### src/rtl/rxf_pkg.sv
`timescale 1ns/1ps
// Package: shared widths and register addresses of the receive filter.
// Assumes a 32-bit write bus and 48-bit addresses split 32 + 16.
package rxf_pkg;
    localparam int ADDR_W   = 48;
    localparam int WORD_W   = 32;
    localparam int HI_W     = ADDR_W - WORD_W;
    localparam int CTRL_W   = WORD_W - HI_W;
    localparam int MC_BITS  = 64;
    localparam int MC_IW    = $clog2(MC_BITS);
    localparam int TYPE_W   = 8;
    localparam int CLS_W    = $clog2(TYPE_W);
    localparam int PHY_W    = 3;
    localparam int RA_W     = 4;

    typedef enum logic [RA_W-1:0] {
        RA_STA_LO  = 4'd0,
        RA_STA_HI  = 4'd1,
        RA_MSK_LO  = 4'd2,
        RA_MSK_HI  = 4'd3,
        RA_MC_LO   = 4'd4,
        RA_MC_HI   = 4'd5,
        RA_MC_SET  = 4'd6,
        RA_MC_CLR  = 4'd7,
        RA_TYPE    = 4'd8,
        RA_PHY     = 4'd9,
        RA_CTRL    = 4'd10,
        RA_RX_ON   = 4'd11,
        RA_RX_OFF  = 4'd12
    } reg_addr_e;

    // PHY-error filter bit positions
    localparam int PHY_OFDM  = 0;
    localparam int PHY_CCK   = 1;
    localparam int PHY_RADAR = 2;
    // request / flag positions in the type register word
    localparam int REQ_PHYERR = 8;
    localparam int REQ_RADAR  = 9;
endpackage

### src/rtl/rxf_regs.sv
`timescale 1ns/1ps
// Module: rxf_regs
// Holds the software-visible filter state: station address, BSSID mask,
// multicast hash filter, type mask, PHY-error filter and control field.
// Assumes single-cycle writes; reads are combinational.
module rxf_regs
    import rxf_pkg::*;
(
    input  logic                clk,
    input  logic                rst_n,
    input  logic                wr_en,
    input  logic [RA_W-1:0]     wr_addr,
    input  logic [WORD_W-1:0]   wr_data,
    input  logic [RA_W-1:0]     rd_addr,
    output logic [WORD_W-1:0]   rd_data,
    output logic [ADDR_W-1:0]   sta_addr,
    output logic [ADDR_W-1:0]   bss_mask,
    output logic [MC_BITS-1:0]  mc_filt,
    output logic [TYPE_W-1:0]   type_mask,
    output logic [PHY_W-1:0]    phy_filt,
    output logic [CTRL_W-1:0]   ctrl
);
    logic              idx_ok;
    logic [MC_IW-1:0]  idx;

    assign idx_ok = (wr_data < WORD_W'(MC_BITS));
    assign idx    = wr_data[MC_IW-1:0];

    // Address and mask words
    always_ff @(posedge clk) begin
        if (!rst_n) begin
            sta_addr <= '0;
            bss_mask <= '1;
        end else if (wr_en) begin
            case (wr_addr)
                RA_STA_LO: sta_addr[WORD_W-1:0]      <= wr_data;
                RA_STA_HI: sta_addr[ADDR_W-1:WORD_W] <= wr_data[HI_W-1:0];
                RA_MSK_LO: bss_mask[WORD_W-1:0]      <= wr_data;
                RA_MSK_HI: bss_mask[ADDR_W-1:WORD_W] <= wr_data[HI_W-1:0];
                default: ;
            endcase
        end
    end

    // Multicast hash filter: bulk words and per-index set/clear
    always_ff @(posedge clk) begin
        if (!rst_n) begin
            mc_filt <= '0;
        end else if (wr_en) begin
            case (wr_addr)
                RA_MC_LO:  mc_filt[WORD_W-1:0]       <= wr_data;
                RA_MC_HI:  mc_filt[MC_BITS-1:WORD_W] <= wr_data;
                RA_MC_SET: if (idx_ok) mc_filt[idx]  <= 1'b1;
                RA_MC_CLR: if (idx_ok) mc_filt[idx]  <= 1'b0;
                default: ;
            endcase
        end
    end

    // Type mask and PHY-error filter
    always_ff @(posedge clk) begin
        if (!rst_n) begin
            type_mask <= '0;
            phy_filt  <= '0;
        end else if (wr_en) begin
            case (wr_addr)
                RA_TYPE: begin
                    type_mask           <= wr_data[TYPE_W-1:0];
                    phy_filt[PHY_RADAR] <= wr_data[REQ_RADAR];
                    phy_filt[PHY_OFDM]  <= wr_data[REQ_PHYERR];
                    phy_filt[PHY_CCK]   <= wr_data[REQ_PHYERR];
                end
                RA_PHY: phy_filt <= wr_data[PHY_W-1:0];
                default: ;
            endcase
        end
    end

    // Control field; bit 0 is receive-disable, set out of reset
    always_ff @(posedge clk) begin
        if (!rst_n) begin
            ctrl <= CTRL_W'(1);
        end else if (wr_en) begin
            case (wr_addr)
                RA_CTRL:   ctrl    <= wr_data[CTRL_W-1:0];
                RA_RX_ON:  ctrl[0] <= 1'b0;
                RA_RX_OFF: ctrl[0] <= 1'b1;
                default: ;
            endcase
        end
    end

    // Readback multiplexer
    always_comb begin
        rd_data = '0;
        case (rd_addr)
            RA_STA_LO: rd_data = sta_addr[WORD_W-1:0];
            RA_STA_HI: rd_data = {ctrl, sta_addr[ADDR_W-1:WORD_W]};
            RA_MSK_LO: rd_data = bss_mask[WORD_W-1:0];
            RA_MSK_HI: rd_data = {{CTRL_W{1'b0}}, bss_mask[ADDR_W-1:WORD_W]};
            RA_MC_LO:  rd_data = mc_filt[WORD_W-1:0];
            RA_MC_HI:  rd_data = mc_filt[MC_BITS-1:WORD_W];
            RA_TYPE: begin
                rd_data[TYPE_W-1:0] = type_mask;
                rd_data[REQ_PHYERR] = phy_filt[PHY_OFDM] | phy_filt[PHY_CCK];
                rd_data[REQ_RADAR]  = phy_filt[PHY_RADAR];
            end
            RA_PHY:    rd_data = {{(WORD_W-PHY_W){1'b0}}, phy_filt};
            RA_CTRL:   rd_data = {{(WORD_W-CTRL_W){1'b0}}, ctrl};
            default:   rd_data = '0;
        endcase
    end
endmodule

### src/rtl/rxf_bssid_match.sv
`timescale 1ns/1ps
// Module: rxf_bssid_match
// Masked BSSID comparison, one octet slice per generate iteration.
// Assumes ADDR_W is a multiple of 8. Purely combinational.
module rxf_bssid_match #(
    parameter int ADDR_W = 48
) (
    input  logic [ADDR_W-1:0] bssid,
    input  logic [ADDR_W-1:0] station,
    input  logic [ADDR_W-1:0] mask,
    output logic              hit
);
    localparam int NOCT = ADDR_W / 8;
    logic [NOCT-1:0] oct_hit;

    for (genvar g = 0; g < NOCT; g++) begin : g_oct
        // Octet agrees on every bit the mask keeps
        assign oct_hit[g] = ((bssid[8*g +: 8] ^ station[8*g +: 8]) & mask[8*g +: 8]) == 8'h00;
    end

    assign hit = &oct_hit;
endmodule

### src/rtl/rxf_decide.sv
`timescale 1ns/1ps
// Module: rxf_decide
// Combines address hit, multicast hash bit, type mask and receive gate
// into registered accept / ack pulses one cycle after frame_valid.
module rxf_decide
    import rxf_pkg::*;
(
    input  logic               clk,
    input  logic               rst_n,
    input  logic               frame_valid,
    input  logic               frame_mcast,
    input  logic [MC_IW-1:0]   frame_hash,
    input  logic [CLS_W-1:0]   frame_class,
    input  logic               bss_hit,
    input  logic [MC_BITS-1:0] mc_filt,
    input  logic [TYPE_W-1:0]  type_mask,
    input  logic               rx_dis,
    output logic               accept,
    output logic               ack_ok
);
    logic addr_ok, acc_d;

    assign addr_ok = frame_mcast ? mc_filt[frame_hash] : bss_hit;
    assign acc_d   = frame_valid && !rx_dis && type_mask[frame_class] && addr_ok;

    // Register the decision
    always_ff @(posedge clk) begin
        if (!rst_n) begin
            accept <= 1'b0;
            ack_ok <= 1'b0;
        end else begin
            accept <= acc_d;
            ack_ok <= acc_d && !frame_mcast;
        end
    end
endmodule

### src/rtl/rx_addr_filter.sv
`timescale 1ns/1ps
// Module: rx_addr_filter (top)
// Receive address and frame-type filter: register file, masked BSSID
// comparator and registered decision stage. zld_en follows the PHY filter.
module rx_addr_filter
    import rxf_pkg::*;
(
    input  logic               clk,
    input  logic               rst_n,
    input  logic               wr_en,
    input  logic [RA_W-1:0]    wr_addr,
    input  logic [WORD_W-1:0]  wr_data,
    input  logic [RA_W-1:0]    rd_addr,
    output logic [WORD_W-1:0]  rd_data,
    input  logic               frame_valid,
    input  logic [ADDR_W-1:0]  frame_bssid,
    input  logic               frame_mcast,
    input  logic [MC_IW-1:0]   frame_hash,
    input  logic [CLS_W-1:0]   frame_class,
    output logic               accept,
    output logic               ack_ok,
    output logic               zld_en
);
    logic [ADDR_W-1:0]  sta_q, msk_q;
    logic [MC_BITS-1:0] mc_q;
    logic [TYPE_W-1:0]  type_q;
    logic [PHY_W-1:0]   phy_q;
    logic [CTRL_W-1:0]  ctrl_q;
    logic               bss_hit;
    logic               rx_dis;

    assign rx_dis = ctrl_q[0];
    assign zld_en = |phy_q;

    rxf_regs u_regs (
        .clk(clk), .rst_n(rst_n),
        .wr_en(wr_en), .wr_addr(wr_addr), .wr_data(wr_data),
        .rd_addr(rd_addr), .rd_data(rd_data),
        .sta_addr(sta_q), .bss_mask(msk_q), .mc_filt(mc_q),
        .type_mask(type_q), .phy_filt(phy_q), .ctrl(ctrl_q)
    );

    rxf_bssid_match #(.ADDR_W(ADDR_W)) u_match (
        .bssid(frame_bssid), .station(sta_q), .mask(msk_q), .hit(bss_hit)
    );

    rxf_decide u_decide (
        .clk(clk), .rst_n(rst_n),
        .frame_valid(frame_valid), .frame_mcast(frame_mcast),
        .frame_hash(frame_hash), .frame_class(frame_class),
        .bss_hit(bss_hit), .mc_filt(mc_q), .type_mask(type_q),
        .rx_dis(rx_dis), .accept(accept), .ack_ok(ack_ok)
    );
endmodule

### config.mk
export PLATFORM = sky130hd
export DESIGN_NAME = rx_addr_filter
export DESIGN_NICKNAME = d
export VERILOG_FILES = /design/src/rtl/rxf_pkg.sv /design/src/rtl/rxf_regs.sv /design/src/rtl/rxf_bssid_match.sv /design/src/rtl/rxf_decide.sv /design/src/rtl/rx_addr_filter.sv
export SDC_FILE = /design/constraint.sdc
export NUM_CORES = 1
export LEC_CHECK = 0
export BUFFER_PORTS_ARGS = -buffer_cell sky130_fd_sc_hd__clkbuf_2
export CAP_MARGIN = 15
export CORE_UTILIZATION = 48
export CTS_CLUSTER_SIZE = 10
export DETAILED_ROUTE_END_ITERATION = 8
export GPL_TIMING_DRIVEN = 0
export PLACE_DENSITY = 0.78
export SLEW_MARGIN = 20
export SYNTH_ARGS = -nofsm -noshare
export SYNTH_HDL_FRONTEND = slang
export SYNTH_SLANG_ARGS = --single-unit
export TNS_END_PERCENT = 50
### constraint.sdc
create_clock -name clk -period 2.3 [get_ports clk]
set_input_delay 0.23 -clock clk [delete_from_list [all_inputs] [get_ports clk]]
set_output_delay 0.23 -clock clk [all_outputs]
set_load 0.03 [all_outputs]
==> results of run 1 <==
[synthesized netlist by cell type, types with 8 or more instances]
master	instances	area, µm²
nand3_1	82	410.4
a222oi_1	24	240.2
xor2_1	48	420.4
mux2i_1	29	290.3
clkbuf_1	91	341.6
a21oi_1	138	690.7
nor2b_1	8	50.05
a211oi_1	32	240.2
dfxtp_1	189	3784
o21ai_0	63	315.3
nor2_1	58	217.7
buf_2	26	130.1
a22oi_1	81	608.1
mux4_2	8	180.2
nor3_1	11	55.05
a311o_1	32	320.3
a311oi_1	32	280.3
nand4_1	13	81.33
nand2_1	305	1145
[worst paths after layout]
kind | cells after the start | startpoint | slack (ns) | to
max | 8 | rd_addr[1] | -0.01 | rd_data[5]
max reg2reg | 6 | u_regs.sta_addr[38] | 0.11 | u_decide.accept
min | 3 | wr_data[14] | 0.11 | u_regs.sta_addr[46]
min reg2reg | 2 | u_regs.bss_mask[47] | 0.49 | u_regs.bss_mask[47]
[power by group]
| group | leakage, nW | internal, mW | total, mW | switching, mW |
|---|---|---|---|---|
| logic | 2.99 | 0.312 | 1.04 | 0.732 |
| clock network | 0.299 | 1.58 | 3.17 | 1.59 |
| registers | 1.53 | 3.33 | 3.41 | 0.0822 |
[placed cells by master (no fill, tap or decap), drive strengths merged, types with 3 or more instances in the layout]
cell type / n
a211oi: 33
o21ai: 63
clkinv: 5
xor2: 48
nor2: 58
nand4: 13
a311o: 32
a221oi: 3
nand2: 305
and3: 4
a222oi: 24
mux4: 12
o2bb2ai: 3
a311oi: 32
clkbuf: 232
a21oi: 138
nand3: 82
inv: 13
buf: 43
and3b: 5
dfxtp: 189
mux2i: 29
nor3b: 4
nand2b: 7
nor3: 11
nor2b: 9
and2: 6
a22oi: 81
nor4: 6
or3: 3
[area by class of cell]
class | instances | area share
inverter | 5 | 0.001532
multi-input combinational | 1038 | 0.5092
sequential | 189 | 0.3088
buffer | 138 | 0.05228
tap | 280 | 0.02859
clock buffer | 17 | 0.03472
timing repair buffer | 120 | 0.04901
clock inverter | 15 | 0.01583
[sequential cells by signal, summed over array words and instances (netlist names)]
name and cells:
u_regs.type_mask 8, u_regs.ctrl 16, u_decide.ack_ok 1, u_regs.mc_filt 64, u_regs.phy_filt 3, u_decide.accept 1, u_regs.sta_addr 48, u_regs.bss_mask 48
[cells by family after synthesis]
| logic type | share of synthesized area |
|---|---|
| AOI/OAI and AO/OA | 0.2724 |
| DFF | 0.3561 |
| and+or+nand+nor | 0.2163 |
| xor gates and xnor gates | 0.03957 |
| muxes | 0.05523 |
| buffers and inverters | 0.06030 |
[metrics by stage]
step	TNS (ns)	hold WS (ns)	power [mW]	area, µm²	util
2_1_floorplan	0	0.3540	4.020	10620	-
3_3_place_gp	-9.317	0.4736	4.455	11570	0.5320
3_5_place_dp	-9.580	0.4782	4.458	11570	0.5320
4_1_cts	0	0.1026	7.552	12240	0.5625
5_1_grt	-0.003188	0.1076	7.769	12250	0.5632
6_report	-0.01948	0.1070	7.620	12250	0.5632
[repair_timing]
item | CTS | global route
hold buffers | 0 | 0
resized for setup | 18 | 9
endpoints found under the setup margin | 32 | 25
[critical path, stage by stage]
cell      delay [ns]
clkbuf_2        0.18
inv_1           0.11
nand2_1         0.11
nor2_1          0.47
clkbuf_2        0.41
a22oi_1         0.20
nand4_1         0.16
clkbuf_2        0.22
[metal layers]
metal | up-vias | share of wire | track usage
met3 | 221 | 0.15 | 0.1244
met2 | 1144 | 0.41 | 0.6050
met1 | 5780 | 0.37 | 0.5612
li1 | 5326 | - | -
met5 | - | 0.00023 | 0
met4 | 2 | 0.069 | 0.2450
==> results_dict.tcl, run 1 <==
set metrics [dict create \
    syn_to_final_growth_pct 15.33 \
    overflow 0 \
    multi_input_area_um2 6240 \
    grt_pass1_wl_um 69040 \
    design.die.area_um2 22730 \
    crit_type "input port to output port" \
    min_period_ns 2.315 \
    place.gp.congestion 1.025 \
    yosysWarnings 0 \
    routedWlPerCell_um 26.92 \
    worst_pin_slew_ns 1.049 \
    ys_ff_latch 189 \
    fp.dieW_um 150.8 \
    drv_cap 0 \
    cp_max_fo 10 \
    required_ns 2.07 \
    clockRootBuffer "clkbuf_16" \
    cts_buffers 17 \
    initial_core_util 0.4883 \
    fmax_mhz 432.0 \
    antenna_found_initial 1 \
    grtUsageTotal 0.4225 \
    ir_drop_v 0.0005316 \
    dpl.hpwl_um 36590 \
    synth_area_um2 10620 \
    drcViolationCount 9 \
    syn-mean-instance-area_um2 7.755 \
    dr.pass1.iters 9 \
    cp-end-kind "output port" \
    seq_area_um2 3784 \
    fin_nets 1611 \
    cts_tree "built" \
    rows 54 \
    io_buffers 120 \
    synth_cells 1370 \
    cts.clk_slew.worst_paths_ns 0.08 \
    drv_slew 0 \
    synth_edf_count 0 \
    antenna_cells 0 \
    core_um2 21760 \
    start_kind "input port" \
    ys_dominant_reg_cell "dfxtp_1" \
    leakagePower_nw 4.817 \
    drt_wl_total_um 48500 \
    hold_viol 0 \
    drtIter0Drc 2251 \
    routed_via_density 6.922 \
    grt_pass1_vias 11110 \
    fill_cells 2116 \
    synth.net_count 1472 \
    post_cts_buffers 0 \
    cts.path.max_buffers 2 \
    setup_viol 2 \
    violations "DRC, setup timing" \
    antenna_left 0 \
    grt_max_degree 21 \
    status "finished, violations left" \
    synth-seq-area-share 0.3561 \
    cp.arrival_ns 2.08 \
    num_vias 12470 \
    htreeDepth 4 \
    dp.cells 1770 \
    dp_worst_setup_slack_ns -0.3533 \
    numClockSinks 189 \
    hp-class "input port to register" \
    clk_latency_ns 0.45 \
    synth_cell_type_count 56 \
    min_period_over_period 1.006 \
    drive_above_1_share 0.1537 \
    skew_ns 0.01508 \
    async_flop_share 0 \
    die_h_um 150.8 \
    relSlewSlack 0.2954 \
    ios 137 \
    powerDensity_nw_per_um2 621.9 \
    finalWorstSetupSlack_ns -0.01455 \
    instances_no_fill 1802 \
]
Power figures use the tool's default switching activity.
==> run 2, diff against run 1 <==
Settings changed: CORE_UTILIZATION 48 to 40, PLACE_DENSITY 0.78 to 0.7, TNS_END_PERCENT 50 to 5.
==> results_dict.tcl, run 2 (synthesis results as in run 1) <==
set metrics [dict create \
    p_seq_frac 0.455 \
    routed_via_density 6.712 \
    final_common_cell "nand2_1" \
    hp-class "input port to register" \
    cts_tree "built" \
    fin_nets 1611 \
    finalWorstSetupSlack_ns -0.0001623 \
    multi_input_area_um2 6242 \
    pwr-share-clk 0.402 \
    cp-end-kind "output port" \
    design.die.area_um2 27220 \
    rows 59 \
    internal_power_mw 5.095 \
    antenna_left 0 \
    crit_family "simple AND/OR/NAND/NOR gates" \
    largest_reg_flops 64 \
    drv_slew 0 \
    ir_drop_v 0.0003524 \
    cp_num_buf_inv 3 \
    drt_wl_total_um 51720 \
    die_h_um 165.0 \
    clk_latency_ns 0.45 \
    crit_type "input port to output port" \
    dp.cells 1825 \
    wl_met1_um 21270 \
    instances_no_fill 1858 \
    p_comb_frac 0.143 \
    cp.arrival_ns 2.07 \
    critPathMaxStageDelay_ns 0.43 \
    route.met2.wl_um 21250 \
    ios 137 \
    clockRootBuffer "clkbuf_16" \
    place.gp.congestion 1.037 \
    drive_above_1_share 0.1544 \
    antenna_found_initial 0 \
    crit_chain "buf_2, nand2b_1, nor2_2, clkbuf_2, a22oi_1, nand4_1, clkbuf_2" \
    fmax_mhz 434.8 \
    p_total_mw 7.493 \
    cts_buffers 17 \
    num_vias 12470 \
    io_buffers 120 \
    syn_to_final_growth_pct 15.62 \
    violations "setup timing" \
    cts_hold_buffers 0 \
    skew_ns 0.009097 \
    worst_r2r_endpoint "u_decide.accept" \
    grt_setup_unrepaired "true" \
    cts.path.max_buffers 2 \
    numClockSinks 189 \
    setup_viol 1 \
    grtUsageTotal 0.3746 \
    hold_end "u_regs.sta_addr[29]" \
    core_um2 26060 \
    seq_area_um2 3784 \
    fin_area_um2 12280 \
    fill_cells 2631 \
    final_cell_mix "nand2_1 (305), dfxtp_1 (189), clkbuf_2 (138), a21oi_1 (138), nand3_1 (82)" \
    crit_slowest_cell "nor2_2" \
    powerDensity_nw_per_um2 610.0 \
    min_period_over_period 1.000 \
    r2r-start "u_regs.sta_addr[38]" \
    dpl.hpwl_um 38990 \
    drv_cap 0 \
    grt_pass1_wl_um 72390 \
    finalSetupTns_ns -0.0001623 \
    hold_start "wr_data[29]" \
    hold_viol 0 \
    hold-worst-slack_ns 0.09684 \
    fin_util 0.4714 \
    rr_worst_depth 6 \
    grt_max_degree 20 \
    fp.dieW_um 165.0 \
    hold_path_depth 3 \
    htreeDepth 4 \
    drcViolationCount 0 \
    dr.pass1.iters 8 \
    top_register "u_regs.mc_filt" \
    status "finished, violations left" \
    grt_pass1_vias 10900 \
    switching_power_mw 2.398 \
    min_period_ns 2.300 \
    required_ns 2.07 \
    leakagePower_nw 4.793 \
    cp_max_fo 10 \
    start_kind "input port" \
    drtIter0Drc 2164 \
    cts.clk_slew.worst_paths_ns 0.08 \
    initial_core_util 0.4077 \
    overflow 0 \
    wl_met3_um 6567 \
    r2r_slack_ns 0.07 \
    dpl_cell_area_um2 11640 \
    critPathMostFrequentCell "clkbuf_2" \
    p_sw_frac 0.3200 \
    worst_pin_slew_ns 1.131 \
    dp_worst_setup_slack_ns -0.3360 \
    routedWlPerCell_um 27.84 \
    reg_top3 "u_regs.mc_filt x64, u_regs.bss_mask x48, u_regs.sta_addr x48" \
    highest_layer "met4" \
    relSlewSlack 0.2402 \
]
## run 2: changes by cell type in the layout (fill, tap and decap cells not counted), sizes merged
cell / previous run / this run
clkinvlp: 1 / 2
inv: 13 / 14
bufinv: 1 / 0
clkinv: 5 / 3
diode: 0 / 1
clkbuf: 232 / 233
## run 2: cell type report
| type | count | share of cell area |
|---|---|---|
| clock inverters | 14 | 0.01192 |
| clock buffers | 18 | 0.03494 |
| multi-input cells | 1038 | 0.5082 |
| repair buffers | 120 | 0.04889 |
| flip-flops and latches | 189 | 0.3080 |
| well taps | 335 | 0.03412 |
| diodes | 1 | 0.0002037 |
| inverters | 5 | 0.001528 |
| plain buffers | 138 | 0.05215 |
## run 2: power groups by stage
stage          sequential, mW  clock (mW)  combinational [mW]
2_1_floorplan            3.44           0               0.583
3_3_place_gp             3.48           0                1.01
3_5_place_dp             3.48           0                1.01
4_1_cts                  3.40        3.00                1.02
5_1_grt                  3.41        3.14                1.11
6_report                 3.41        3.01                1.07
## run 2: timing repair
action / in CTS / in global routing
buffers inserted: 0 / 0
resized for setup: 21 / 5
endpoints found under the setup margin: 33 / 16
## run 2: metal layers
layer  track usage  vias up
met1        0.5345     5971
met5             0        -
li1              -     5312
met3       0.07057      141
met4        0.1852        0
met2        0.5338     1047
## run 2: how the worst max path moves through the flow
stage	start	endpoint	slack [ns]	depth (start not counted)
after floorplan	rd_addr[0]	rd_data[6]	0.44	5
after global placement	rd_addr[0]	rd_data[4]	-0.35	7
after detailed placement	rd_addr[3]	rd_data[8]	-0.34	7
after CTS	rd_addr[3]	rd_data[2]	0.01	7
after global routing	rd_addr[2]	rd_data[8]	-0.09	8
final	rd_addr[0]	rd_data[4]	-0.0002	7
## run 2: tightest hold or removal path: cells and delay by family
family                 cells  cell delay, ns
AND/OR/NAND/NOR            1            0.08
buffers and inverters      1            0.14
AO/OA/AOI/OAI              1            0.05
